$ cat config.mk
export PLATFORM = sky130hd
export DESIGN_NAME = avsr_status_reg
export DESIGN_NICKNAME = d
export VERILOG_FILES = /design/src/rtl/avsr_pkg.sv /design/src/rtl/avsr_class_table.sv /design/src/rtl/avsr_violation_det.sv /design/src/rtl/avsr_flag_bank.sv /design/src/rtl/avsr_status_reg.sv
export SDC_FILE = /design/constraint.sdc
export NUM_CORES = 1
export LEC_CHECK = 0
export BUFFER_PORTS_ARGS = -buffer_cell sky130_fd_sc_hd__buf_2
export CORE_UTILIZATION = 50
export DETAILED_ROUTE_END_ITERATION = 12
export PLACE_DENSITY = 0.75
export SETUP_SLACK_MARGIN = 0.05
export SYNTH_ARGS = -nofsm -noshare
export SYNTH_HDL_FRONTEND = slang
export SYNTH_SLANG_ARGS = --single-unit
export TNS_END_PERCENT = 10
$ cat constraint.sdc
create_clock -name clk -period 1.8 [get_ports clk]
set_input_delay 0.36 -clock clk [delete_from_list [all_inputs] [get_ports clk]]
set_output_delay 0.36 -clock clk [all_outputs]
set_load 0.02 [all_outputs]
$ cat src/rtl/avsr_pkg.sv
package avsr_pkg;

    typedef enum logic [1:0] {
        CLS_RSV = 2'b00,
        CLS_RO  = 2'b01,
        CLS_WO  = 2'b10,
        CLS_RW  = 2'b11
    } acc_class_e;

    localparam int NUM_FLAGS  = 4;
    localparam int FLG_RD_RSV = 0;
    localparam int FLG_WR_RSV = 1;
    localparam int FLG_RD_WO  = 2;
    localparam int FLG_WR_RO  = 3;

    typedef logic [NUM_FLAGS-1:0] flag_vec_t;

    typedef enum logic {
        RSP_IDLE,
        RSP_DATA
    } rsp_state_e;

endpackage

$ cat src/rtl/avsr_class_table.sv
module avsr_class_table
    import avsr_pkg::*;
#(
    parameter int TBL_WORDS = 16,
    parameter int WORD_W    = 6
) (
    input  logic                         clk,
    input  logic                         rst_n,
    input  logic                         wr_en,
    input  logic [$clog2(TBL_WORDS)-1:0] wr_idx,
    input  acc_class_e                   wr_cls,
    input  logic [WORD_W-1:0]            lk_word,
    output acc_class_e                   lk_cls
);
    localparam int IDX_W = $clog2(TBL_WORDS);

    acc_class_e tbl_q [TBL_WORDS];

    for (genvar e = 0; e < TBL_WORDS; e++) begin : g_entry
        always_ff @(posedge clk or negedge rst_n) begin
            if (!rst_n) begin
                tbl_q[e] <= CLS_RSV;
            end else if (wr_en && (wr_idx == IDX_W'(e))) begin
                tbl_q[e] <= wr_cls;
            end
        end
    end

    logic in_range;
    assign in_range = (32'(lk_word) < 32'(TBL_WORDS));

    always_comb begin
        if (in_range) begin
            lk_cls = tbl_q[lk_word[IDX_W-1:0]];
        end else begin
            lk_cls = CLS_RSV;
        end
    end

endmodule

$ cat src/rtl/avsr_violation_det.sv
module avsr_violation_det
    import avsr_pkg::*;
#(
    parameter int BANK_W = 1
) (
    input  logic              clk,
    input  logic              rst_n,
    input  logic              acc_valid,
    input  logic              acc_write,
    input  logic              acc_is_status,
    input  acc_class_e        acc_cls,
    input  logic [BANK_W-1:0] acc_bank,
    input  logic              log_en,
    output flag_vec_t         ev_q,
    output logic [BANK_W-1:0] ev_bank_q
);
    flag_vec_t ev_d;

    always_comb begin
        ev_d = '0;
        if (acc_valid && log_en && !acc_is_status) begin
            unique case (acc_cls)
                CLS_RSV: begin
                    if (acc_write) ev_d[FLG_WR_RSV] = 1'b1;
                    else           ev_d[FLG_RD_RSV] = 1'b1;
                end
                CLS_RO: begin
                    if (acc_write) ev_d[FLG_WR_RO] = 1'b1;
                end
                CLS_WO: begin
                    if (!acc_write) ev_d[FLG_RD_WO] = 1'b1;
                end
                CLS_RW: begin
                    ev_d = '0;
                end
            endcase
        end
    end

    always_ff @(posedge clk or negedge rst_n) begin
        if (!rst_n) begin
            ev_q      <= '0;
            ev_bank_q <= '0;
        end else begin
            ev_q      <= ev_d;
            ev_bank_q <= acc_bank;
        end
    end

endmodule

$ cat src/rtl/avsr_flag_bank.sv
module avsr_flag_bank
    import avsr_pkg::*;
(
    input  logic      clk,
    input  logic      rst_n,
    input  flag_vec_t set_vec,
    input  flag_vec_t clr_vec,
    output flag_vec_t flags_q
);
    always_ff @(posedge clk or negedge rst_n) begin
        if (!rst_n) begin
            flags_q <= '0;
        end else begin
            flags_q <= (flags_q & ~clr_vec) | set_vec;
        end
    end

endmodule

$ cat src/rtl/avsr_status_reg.sv
module avsr_status_reg
    import avsr_pkg::*;
#(
    parameter int ADDR_W     = 8,
    parameter int DATA_W     = 32,
    parameter int TBL_WORDS  = 16,
    parameter int STATUS_OFS = 16
) (
    input  logic                         clk,
    input  logic                         rst_n,
    input  logic                         cfg_impl,
    input  logic                         cfg_single,
    input  logic                         tbl_we,
    input  logic [$clog2(TBL_WORDS)-1:0] tbl_idx,
    input  logic [1:0]                   tbl_cls,
    input  logic                         bus_valid,
    input  logic                         bus_write,
    input  logic                         bus_secure,
    input  logic [ADDR_W-1:0]            bus_addr,
    input  logic [DATA_W-1:0]            bus_wdata,
    output logic                         rd_valid,
    output logic [DATA_W-1:0]            rd_data
);
    localparam int WORD_W    = ADDR_W - 2;
    localparam int NUM_BANKS = 2;
    localparam int BANK_W    = $clog2(NUM_BANKS);
    localparam logic [WORD_W-1:0] STATUS_WORD = WORD_W'(STATUS_OFS / 4);

    logic [WORD_W-1:0] acc_word;
    logic              is_status;
    logic [BANK_W-1:0] acc_bank;
    logic              wr_status;
    acc_class_e        lk_cls;
    flag_vec_t         ev_q;
    logic [BANK_W-1:0] ev_bank_q;
    flag_vec_t         bank_flags [NUM_BANKS];
    logic [NUM_BANKS*NUM_FLAGS-1:0] flags_all;

    assign acc_word  = bus_addr[ADDR_W-1:2];
    assign is_status = (acc_word == STATUS_WORD);
    assign acc_bank  = cfg_single ? '0 : BANK_W'(bus_secure);
    assign wr_status = bus_valid && bus_write && is_status && cfg_impl;

    avsr_class_table #(
        .TBL_WORDS (TBL_WORDS),
        .WORD_W    (WORD_W)
    ) u_table (
        .clk     (clk),
        .rst_n   (rst_n),
        .wr_en   (tbl_we),
        .wr_idx  (tbl_idx),
        .wr_cls  (acc_class_e'(tbl_cls)),
        .lk_word (acc_word),
        .lk_cls  (lk_cls)
    );

    avsr_violation_det #(
        .BANK_W (BANK_W)
    ) u_det (
        .clk           (clk),
        .rst_n         (rst_n),
        .acc_valid     (bus_valid),
        .acc_write     (bus_write),
        .acc_is_status (is_status),
        .acc_cls       (lk_cls),
        .acc_bank      (acc_bank),
        .log_en        (cfg_impl),
        .ev_q          (ev_q),
        .ev_bank_q     (ev_bank_q)
    );

    for (genvar b = 0; b < NUM_BANKS; b++) begin : g_bank
        flag_vec_t set_b;
        flag_vec_t clr_b;

        assign set_b = (ev_bank_q == BANK_W'(b)) ? ev_q : '0;
        assign clr_b = (wr_status && (acc_bank == BANK_W'(b)))
                       ? bus_wdata[NUM_FLAGS-1:0] : '0;

        avsr_flag_bank u_bank (
            .clk     (clk),
            .rst_n   (rst_n),
            .set_vec (set_b),
            .clr_vec (clr_b),
            .flags_q (bank_flags[b])
        );

        assign flags_all[b*NUM_FLAGS +: NUM_FLAGS] = bank_flags[b];
    end

    // read response state machine
    rsp_state_e        state_q;
    rsp_state_e        state_d;
    logic              rd_accept;
    logic [DATA_W-1:0] rd_word;
    logic [DATA_W-1:0] rdata_q;

    assign rd_accept = bus_valid && !bus_write;

    always_comb begin
        rd_word = '0;
        if (cfg_impl && is_status) begin
            rd_word[NUM_FLAGS-1:0] = bank_flags[acc_bank];
        end
    end

    always_comb begin
        state_d = state_q;
        unique case (state_q)
            RSP_IDLE: if (rd_accept)  state_d = RSP_DATA;
            RSP_DATA: if (!rd_accept) state_d = RSP_IDLE;
        endcase
    end

    always_ff @(posedge clk or negedge rst_n) begin
        if (!rst_n) begin
            state_q <= RSP_IDLE;
            rdata_q <= '0;
        end else begin
            state_q <= state_d;
            if (rd_accept) rdata_q <= rd_word;
        end
    end

    always_comb begin
        rd_valid = 1'b0;
        rd_data  = '0;
        unique case (state_q)
            RSP_IDLE: rd_valid = 1'b0;
            RSP_DATA: begin
                rd_valid = 1'b1;
                rd_data  = rdata_q;
            end
        endcase
    end

endmodule

==> results of run 1 <==
[report_power, final]
part	leakage [nW]	internal (W)	switching [W]
clock	0.0524	0.000416	0.000346
combinational	0.641	0.000286	0.000230
sequential	0.621	0.00132	0.000102
total	1.31	0.00202	0.000679
[flip-flops by register name, indices dropped and copies added (netlist names)]
register	cells
state_q	1
g_bank.u_bank.flags_q	8
u_det.ev_q	4
rdata_q	4
u_table.tbl_q	32
u_det.ev_bank_q	1
[through the flow]
step	total power, W	instances	hold WS, ns
floorplan	0.00185	237	0.0644
global placement	0.00194	307	0.325
detailed placement	0.00197	307	0.323
CTS	0.00272	315	0.00266
global route	0.00283	315	0.0247
finish	0.00270	315	-0.00435
[Yosys cell counts (all sizes together)]
master,n,area share
nor3,2,0.0039
nand3b,2,0.0058
nor4b,2,0.012
or2,1,0.0024
nor2,13,0.019
nand2,18,0.026
nand3,5,0.0097
a22o,8,0.027
o21ai,4,0.0078
mux2,32,0.14
conb,1,0.0015
nor2b,4,0.0097
and2,4,0.0097
inv,3,0.0044
or3,2,0.0049
a21boi,1,0.0044
and3,2,0.0088
nand2b,6,0.015
a22oi,2,0.0058
mux4,8,0.076
nor3b,3,0.013
mux2i,4,0.016
dfrtp,50,0.49
clkbuf,4,0.0058
buf,29,0.086
[layout by cell type, fill, tap and decap left out, types with 4 or more instances in the layout]
cell,synthesis,layout
buf_2,0,28
buf_4,28,7
nand2_1,18,18
nor2_1,13,13
mux2_2,32,32
conb_1,1,28
nand2b_1,6,6
a22o_1,8,8
nor2b_1,4,4
mux4_2,4,4
and2_1,4,4
mux2i_1,4,4
mux4_1,4,4
clkbuf_8,0,5
o21ai_0,4,4
dfrtp_1,50,50
nand3_1,5,5
[final cells by class]
| type | instances | area (um2) |
|---|---|---|
| Inverter | 3 | 11.3 |
| Clock inverter | 1 | 30.0 |
| Timing Repair Buffer | 36 | 213 |
| Sequential cell | 50 | 1250 |
| Fill cell | 409 | 2010 |
| Tap cell | 67 | 83.8 |
| Clock buffer | 7 | 76.3 |
| Multi-Input combinational cell | 151 | 1170 |
[routing by layer]
layer  vias up  global-route usage
met2        67               0.308
li1        757                   -
met4         0              0.0662
met3         9              0.0370
met5         -                   0
met1       788               0.230
[worst paths after layout]
path | end | cells past startpoint | slack (ns)
worst max-delay path | u_det.ev_q[3]$_DFF_PN0_ | 5 | 0.16
worst min-delay path | u_det.ev_bank_q$_DFF_PN0_ | 1 | -0.004
worst max register to register | u_det.ev_q[3]$_DFF_PN0_ | 4 | 0.16
worst min register to register | rdata_q[3]$_DFFE_PN0P_ | 2 | 0.48
max in group asynchronous | u_table.tbl_q[10]$_DFFE_PN0P_ | 2 | 1.29
min in group clk | u_det.ev_bank_q$_DFF_PN0_ | 2 | 0.28
[kinds of logic (layout without fill, tap and decap cells)]
logic type / Yosys count / in the layout / synth area share
AND/OR/NAND/NOR: 64 / 64 / 0.139
buffers and inverters: 36 / 47 / 0.0963
AO/OA/AOI/OAI: 15 / 15 / 0.0452
other: 1 / 28 / 0.00146
multiplexers: 44 / 44 / 0.232
flip-flops: 50 / 50 / 0.486
==> impl_results.md, run 1 <==
- Via count: between 1,500 and 2,000
- Post-route cell area: roughly 2800 um2
- Post-layout minimum cycle time: between 1.5 and 2 ns
- Worst-path fanout max: 9
- Failing checks: negative hold slack
- Final ANT Viol Nets: 0
- Clk_lat worst skew: roughly 0.30 ns
- RSZ-0062 raised after global routing: no
- Routed length on met2: ~2200 um
- Post-Syn Area: 2570 um2
- Crit path max-delay family: multiplexers
- Post-Syn Instances: 210
- Data required, critical path: about 2.0 ns
- CP max stage delay: approximately 0.55 ns
- H-tree levels: 2
- Nets: roughly 300
- Critical path data arrival time: between 1.5 and 2 ns
- Final Util: 0.586
- Gates resized, CTS repair: 0
- Starting Density: 0.531
- Count of cell types in the netlist: 28
- Fin. max-slew vios: 0
- Synth warnings: 0
- I/O pin count: 87
- Remaining DRCs: 0
- Crit path launch type: input pin
- Crit-path slowest cell: mux4_2
- Leakage: around 1.3 nW
- Uppermost layer routed: met4
- Final hold vios: 12
- 1st-iter DRT viols: 70
- Part of the cycle the worst path needs: 0.913
- Ant. Diodes: 0
- Die Y-Extent: approximately 74 um
- Overflow after GRT: 0
- Mean Syn Cell Area: between 10 and 15 um2
- Crit. End Element: flip-flop
- Post-DR wirelength/cell: around 14 um
- Postcts setup bufs: 0
- Clock Tree Buf Depth: 2
- Hold Crit Class: input pin to asynchronous set/reset pin
- Clk pin slew, worst setup/hold paths: 0.09 ns
- Buf/Inv on CP: 1
- Clk_skew: 0.00867 ns
- CP cell instances: buf_2 -> mux4_2 -> a22oi_1 -> and3_4 -> nor4b_2
- Min Hold Slack: -0.00435 ns
- DIE AREA: around 5400 um2
- Port bufs: 28
- Dpl hpwl: approximately 3300 um
- Power per standard cell area: about 950 nW/um2
- Met3 routed WL: 215 um
- #FFs+latches synth: 50
- First-pass GRT wire length: around 7000 um
- CTS Buf Count: 5
- Initial antenna violation count: 0
- Total Routing Usage GR: 0.182
- Critical Path Start: bus_addr[2]
- Synth-to-Final Area Change: 10.4%
- # setup viols final: 0
- Final setup margin: approximately 0.16 ns
- CP Class: input pin to flip-flop
- Setup TNS: 0 ns
- Layout cells sized above 1: 0.347
- Worst r2r src: u_table.tbl_q[25]$_DFFE_PN0P_
- TritonRoute pass-1 iters: 5
- Outcome: finished with violations
- Site Rows: 25
- Final Wtd Congestion: 0.744
- Setup WS pre-CTS: -0.153 ns
- Max_cap viols: 0
- Max Clock Freq: a little over 600 MHz
- Hold-fix buffers, CTS: 0
- Area post-placement: 2730 um2
- CTS tree: built
- Drt total wl: about 4500 um
- Core box area: just under 5000 um2
- Chip width: 73.7 um
- Drt via density: 5.15
- CTS sink cnt: 50
- Register area share after synthesis: 0.486
- Vias in the first global route: 1,500
- Largest net degree at the start of global routing: 33
- Max rail drop VDD: about 0.6 mV
- CTS Root Cell: clkbuf_8
- M1 WL: 1930 um
Power figures use the tool's default switching activity.
==> inputs of run 2 (changes only) <==
CORE_UTILIZATION = 25   (was 50)
PLACE_DENSITY = 0.41   (was 0.75)
==> impl_results.md, run 2 (synthesized netlist as in run 1, its figures left out) <==
- Layout cells sized above 1: 0.360 (+0.0132)
- Most common cell after layout, fill and taps aside: dfrtp_1
- Max rail drop VDD: 0.286 mV (-53%)
- Total Routing Usage GR: 0.109 (-0.0727)
- Clock power share: 0.283 (about the same)
- Core box area: 9860 um2 (+100%)
- Initial antenna violation count: 0 (unchanged)
- Outcome: finished clean
- First-pass GRT wire length: 8600 um (+19%)
- TritonRoute pass-1 iters: 4 (-1)
- CTS tree: built
- Switching portion of total power: 0.263 (+0.0119)
- Regs by FF count: u_table.tbl_q x32, g_bank.u_bank.flags_q x8
- Final Wtd Congestion: 0.721 (-3.1%)
- Worst-path fanout max: 3 (-6)
- Max_cap viols: 0 (unchanged)
- Combinational fraction of design power: 0.197 (+0.006)
- Synth-to-Final Area Change: 14.4%
- Dpl hpwl: 3820 um (+14%)
- Ant. Diodes: 0 (unchanged)
- CTS Root Cell: clkbuf_8
- Site Rows: 36 (+44%)
- Sequential power share: 0.520 (-0.007)
- CP Class: flip-flop to flip-flop
- 1st-iter DRT viols: 66 (-5.7%)
- Clk_lat worst skew: 0.30 ns (about the same)
- Drt via density: 4.19 (-19%)
- Power per standard cell area: 924 nW/um2 (-2.9%)
- Part of the cycle the worst path needs: 0.890 (-0.0226)
- Starting Density: 0.261 (-0.270)
- Inst Count DP: 375 (+22%)
- Die Y-Extent: 103 um (+40%)
- Most frequent cells in the layout: dfrtp_1, mux2_2, conb_1, buf_2, nand2_1
- Clk pin slew, worst setup/hold paths: 0.09 ns (about the same)
- Crit. End Element: flip-flop
- Layout Cells excl Fill: 383 (+22%)
- RSZ-0062 raised after global routing: no
- Overflow after GRT: 0 (unchanged)
- Crit path launch type: flip-flop
- # setup viols final: 0 (unchanged)
- Final hold vios: 0 (-12)
- Via count: 1,604 (-1.0%)
- CTS sink cnt: 50 (unchanged)
- Clk_skew: 0.00629 ns (-0.00238 ns)
- Nets: 303 (+0.66%)
- Post-layout minimum cycle time: 1.60 ns (-0.0407 ns)
- Fin. max-slew vios: 0 (unchanged)
- Drt total wl: 5270 um (+18%)
- Switching power: 0.000715 W (+5.4%)
- DIE AREA: 10,700 um2 (+97%)
- Critical path data arrival time: 1.83 ns (about the same)
- Chip width: 103 um (+40%)
- Final Util: 0.298 (-0.287)
- CTS Buf Count: 5 (unchanged)
- Data required, critical path: 2.03 ns (+0.03 ns)
- H-tree levels: 2 (unchanged)
- Leakage: 1.33 nW (+1.2%)
- Hold Crit Class: input pin to asynchronous set/reset pin
- Post-DR wirelength/cell: 13.7 um (-3.2%)
- Design internal power: 0.00200 W (-0.93%)
- Postcts setup bufs: 0 (unchanged)
- Remaining DRCs: 0 (unchanged)
- Max Clock Freq: 624 MHz (+2.5%)
- Vias in the first global route: 1,598 (+6.5%)
- Largest Register: u_table.tbl_q
- Port bufs: 28 (unchanged)
- I/O pin count: 87 (unchanged)
- Max reg flops: 32 (unchanged)
- Largest net degree at the start of global routing: 51 (+55%)
- Clock Tree Buf Depth: 2 (unchanged)
- Final ANT Viol Nets: 0 (unchanged)
## run 2: changes by cell type in the layout (fill, tap and decap cells not counted)
cell | before | now
bufinv_16 | 1 | 0
clkbuf_1 | 2 | 0
buf_4 | 7 | 9
clkbuf_4 | 0 | 1
clkbuf_8 | 5 | 8
buf_2 | 28 | 27
## run 2: per-stage QoR
stage	hold slack (ns)	total power [W]	TNS, ns	instance area [um2]	setup slack (ns)
3_5_place_dp	0.377	0.00198	-0.594	2830	-0.181
2_1_floorplan	0.0644	0.00185	0	2670	0.153
6_report	0.0386	0.00272	0	2940	0.197
4_1_cts	0.0422	0.00276	0	2940	0.129
3_3_place_gp	0.375	0.00197	-0.572	2830	-0.162
5_1_grt	0.0535	0.00287	0	2940	0.0669
## run 2: worst paths after layout
| path | end | startpoint | cells past startpoint | slack, ns |
|---|---|---|---|---|
| setup / recovery | u_det.ev_q[0]$_DFF_PN0_ | u_table.tbl_q[25]$_DFFE_PN0P_ | 5 | 0.20 |
| hold / removal | g_bank[0].u_bank.flags_q[3]$_DFF_PN0_ | rst_n | 2 | 0.04 |
| setup reg to reg | u_det.ev_q[0]$_DFF_PN0_ | u_table.tbl_q[25]$_DFFE_PN0P_ | 5 | 0.20 |
| hold reg to reg | rdata_q[3]$_DFFE_PN0P_ | rdata_q[3]$_DFFE_PN0P_ | 2 | 0.48 |
| max in group asynchronous | u_table.tbl_q[22]$_DFFE_PN0P_ | rst_n | 2 | 1.53 |
| min in group clk | g_bank[0].u_bank.flags_q[3]$_DFF_PN0_ | bus_wdata[3] | 3 | 0.35 |
## run 2: layer usage
layer  part of all wire  wire (um)  GRT usage  vias to the layer above
met5                  0          0          0                        -
met4              0.013         68     0.0358                        0
met3              0.040        209     0.0242                        7
met2               0.45       2390      0.173                       50
met1               0.49       2590      0.148                      789
li1                   -          -          -                      758
## run 2: layout make-up
class                   instances  area [um2]
clock buffers                   8         110
flip-flops and latches         50        1250
multi-input cells             151        1170
fillers                      1048        6920
repair buffers                 38         230
well taps                     133         166
inverters                       3        11.3
## run 2: worst max-delay path: stages (launching register included)
cell	delay, ns
dfrtp_1	0.39
mux4_2	0.47
a22oi_1	0.21
and3_4	0.23
a21boi_2	0.07
nor3b_2	0.16
## run 2: what timing repair did
action,in CTS,in global routing
hold buffers,0,0
endpoints found under the setup margin,0,2
gates resized for setup,0,1
## run 2: power groups by stage
stage	combinational (W)	clock (W)	sequential, W
3_3_place_gp	0.000532	0	0.00144
6_report	0.000536	0.000769	0.00141
5_1_grt	0.000595	0.000830	0.00144
2_1_floorplan	0.000446	0	0.00141
3_5_place_dp	0.000541	0	0.00144
4_1_cts	0.000544	0.000799	0.00142
==> inputs of run 3 (changes only) <==
ABC_AREA = 1   (was default)
CAP_MARGIN = 5   (was default)
GPL_TIMING_DRIVEN = 1   (was default)
==> impl_results.md, run 3 <==
- CTS Root Cell: clkbuf_8
- Number of flops mapped to enable cells by yosys: 0 (unchanged)
- Starting Density: 0.262 (+0.00151)
- Core box area: 10,500 um2 (+6.5%)
- Worst relative slew slack: 0.593
- Chip width: 107 um (+3.4%)
- Post-Syn Instances: 362 (+72%)
- Synth warnings: 0 (unchanged)
- Layout cells sized above 1: 0.153 (-0.207)
- Dpl hpwl: 4830 um (+26%)
- Remaining DRCs: 0 (unchanged)
- Post-DR wirelength/cell: 11.8 um (-14%)
- Max rail drop VDD: 0.318 mV (+11%)
- Post-layout minimum cycle time: 1.33 ns (-0.268 ns)
- Initial antenna violation count: 0 (unchanged)
- Yosys top cell area share: 0.454 (-0.0325)
- Final Util: 0.296 (-0.00211)
- Critical path data arrival time: 0.97 ns (-0.86 ns)
- Register area share after synthesis: 0.454 (-0.0325)
- Worst Tran Pin Value: 0.610 ns
- Routed length on met2: 2850 um (+19%)
- First-pass GRT wire length: 10,700 um (+24%)
- Met3 routed WL: 254 um (+22%)
- Total Routing Usage GR: 0.122 (+0.0128)
- Part of the cycle the worst path needs: 0.741 (-0.149)
- Hold Crit Class: input pin to flip-flop
- FILL cells: 1,159 (+11%)
- Fin. max-slew vios: 0 (unchanged)
- CTS sink cnt: 50 (unchanged)
- Xor and xnor area share after synthesis: 0 (unchanged)
- Ant. Diodes: 0 (unchanged)
- Reg area: 1250 um2 (unchanged)
- DIE AREA: 11,400 um2 (+7.0%)
- Top FF cell, synth: dfrtp_1
- Max reg flops: 32 (unchanged)
- RSZ-0062 raised after global routing: no
- Setup TNS: 0 ns (unchanged)
- Leakage: 1.60 nW (+20%)
- Clock Tree Buf Depth: 2 (unchanged)
- M1 WL: 3130 um (+21%)
- Vias in the first global route: 2,144 (+34%)
- CP Class: flip-flop to primary output
- Post-synth ARST share: 1.00 (unchanged)
- # setup viols final: 0 (unchanged)
- Overflow after GRT: 0 (unchanged)
- 1st-iter DRT viols: 93 (+41%)
- H-tree levels: 2 (unchanged)
- Via count: 2,194 (+37%)
- Port bufs: 28 (unchanged)
- Drt total wl: 6310 um (+20%)
- Postcts setup bufs: 0 (unchanged)
- Synth Area in Adders: 0 (unchanged)
- Worst-path fanout max: 5 (+2)
- Power per standard cell area: 860 nW/um2 (-6.9%)
- Synth Area in Simple Gates: 0.263 (+0.124)
- Synth top cells by count: nand2_1, dfrtp_1, inv_1
- Site Rows: 37 (+2.8%)
- Most common cell in the netlist: nand2_1
- Max_cap viols: 0 (unchanged)
- Outcome: finished clean
- Largest net degree at the start of global routing: 21 (-59%)
- CTS tree: built
- Most frequent cells in the layout: nand2_1, dfrtp_1, inv_1, o21ai_1
- Nets: 452 (+49%)
- Largest family of logic cells by synthesized area: simple AND/OR/NAND/NOR gates
- Max Clock Freq: 749 MHz (+20%)
- Gates resized, CTS repair: 0 (unchanged)
- Synth Area in Compound Gates: 0.107 (+0.0619)
- Count of cell types in the netlist: 23 (-18%)
- Uppermost layer routed: met4
- #FFs+latches synth: 50 (unchanged)
- Clk_lat worst skew: 0.31 ns (about the same)
- Regs by FF count: u_table.tbl_q x32, g_bank.u_bank.flags_q x8
- Clk_skew: 0.00965 ns (+0.00335 ns)
- Multi-input logic area: 1120 um2 (-4.3%)
- Clk pin slew, worst setup/hold paths: 0.09 ns (about the same)
- Die Y-Extent: 107 um (+3.4%)
- Mean Syn Cell Area: 7.61 um2 (-38%)
- Yosys top cell by area: dfrtp_1
- Crit path launch type: flip-flop
- Final Wtd Congestion: 0.746 (+3.4%)
- Drt via density: 4.10 (-2.1%)
- CTS Buf Count: 5 (unchanged)
- TritonRoute pass-1 iters: 4 (unchanged)
- Post-Syn Area: 2760 um2 (+7.1%)
- I/O pin count: 87 (unchanged)
- Mux contribution to synthesized area: 0 (-0.232)
- Largest Register: u_table.tbl_q
- Data required, critical path: 1.44 ns (-0.59 ns)
- Crit. End Element: primary output
- Final ANT Viol Nets: 0 (unchanged)
- Synth-to-Final Area Change: 13.0%
- Final hold vios: 0 (unchanged)
- Most common cell after layout, fill and taps aside: nand2_1
- Synth area leaders: dfrtp_1, nand2_1, o21ai_1
==> run 3: cell types whose count changed in the layout (fill, tap and decap cells not counted), sizes merged, moves of 6 or more <==
cell,previous run,this run
nand2,18,102
nand3,5,28
a22o,8,0
nand2b,6,0
o21ai,4,52
nor2,13,20
mux4,8,0
mux2,32,0
or2,1,8
inv,3,56
==> run 3: timing repair <==
action	4_1_cts	5_1_grt
hold buffers	1	0
hold endpoints to repair	15	0
setup endpoints to repair	0	0
==> run 3: metrics by stage <==
step / instances / hold slack [ns] / worst slack (ns) / area, um2 / power [W]
final: 535 / 0.296 / 0.465 / 3110 / 0.00268
after global routing: 535 / 0.294 / 0.350 / 3110 / 0.00286
after CTS: 535 / 0.300 / 0.455 / 3110 / 0.00271
after detailed placement: 526 / 0.332 / 0.230 / 3000 / 0.00191
after global placement: 526 / 0.329 / 0.229 / 3000 / 0.00190
after floorplan: 389 / 0.0644 / 0.561 / 2860 / 0.00178
==> run 3: cell families (layout without fill, tap and decap cells) <==
group                  after synthesis  count (layout)
buffers and inverters               92             102
DFF                                 50              50
other                                1              28
AOI/OAI and AO/OA                   56              56
and+or+nand+nor                    163             163
==> run 3: where the power goes <==
part / total [W] / switching, W / internal [W] / leakage (nW)
combinational: 0.000520 / 0.000333 / 0.000187 / 0.930
sequential: 0.00136 / 0.0000798 / 0.00128 / 0.611
clock: 0.000798 / 0.000389 / 0.000410 / 0.0579
==> run 3: cell type report <==
type | instances | share of cell area
flip-flops and latches | 50 | 0.402
multi-input cells | 247 | 0.361
inverters | 58 | 0.0743
repair buffers | 36 | 0.0731
well taps | 136 | 0.0546
clock buffers | 5 | 0.0221
clock inverters | 3 | 0.0129
==> run 3: final timing paths <==
| kind | depth (start not counted) | startpoint | slack [ns] | to |
|---|---|---|---|---|
| max | 3 | state_q$_DFF_PN0_ | 0.47 | rd_data[3] |
| min | 3 | tbl_cls[0] | 0.30 | u_table.tbl_q[20]$_DFFE_PN0P_ |
| max reg2reg | 8 | u_table.tbl_q[14]$_DFFE_PN0P_ | 0.58 | u_det.ev_q[2]$_DFF_PN0_ |
| min reg2reg | 2 | u_table.tbl_q[17]$_DFFE_PN0P_ | 0.50 | u_table.tbl_q[17]$_DFFE_PN0P_ |
| max in group asynchronous | 3 | rst_n | 0.82 | u_table.tbl_q[27]$_DFFE_PN0P_ |
| min in group asynchronous | 2 | rst_n | 0.51 | g_bank[1].u_bank.flags_q[0]$_DFF_PN0_ |
==> run 3: critical path, stage by stage, from the launching register on <==
cell and delay (ns):
dfrtp_1 0.42, nand2_1 0.08, inv_1 0.03, buf_2 0.14
==> run 3: routing by layer <==
layer | track usage | vias to the layer above
met1 | 0.164 | 991
met3 | 0.0267 | 6
li1 | - | 1143
met2 | 0.198 | 54
met5 | 0 | -
met4 | 0.0323 | 0
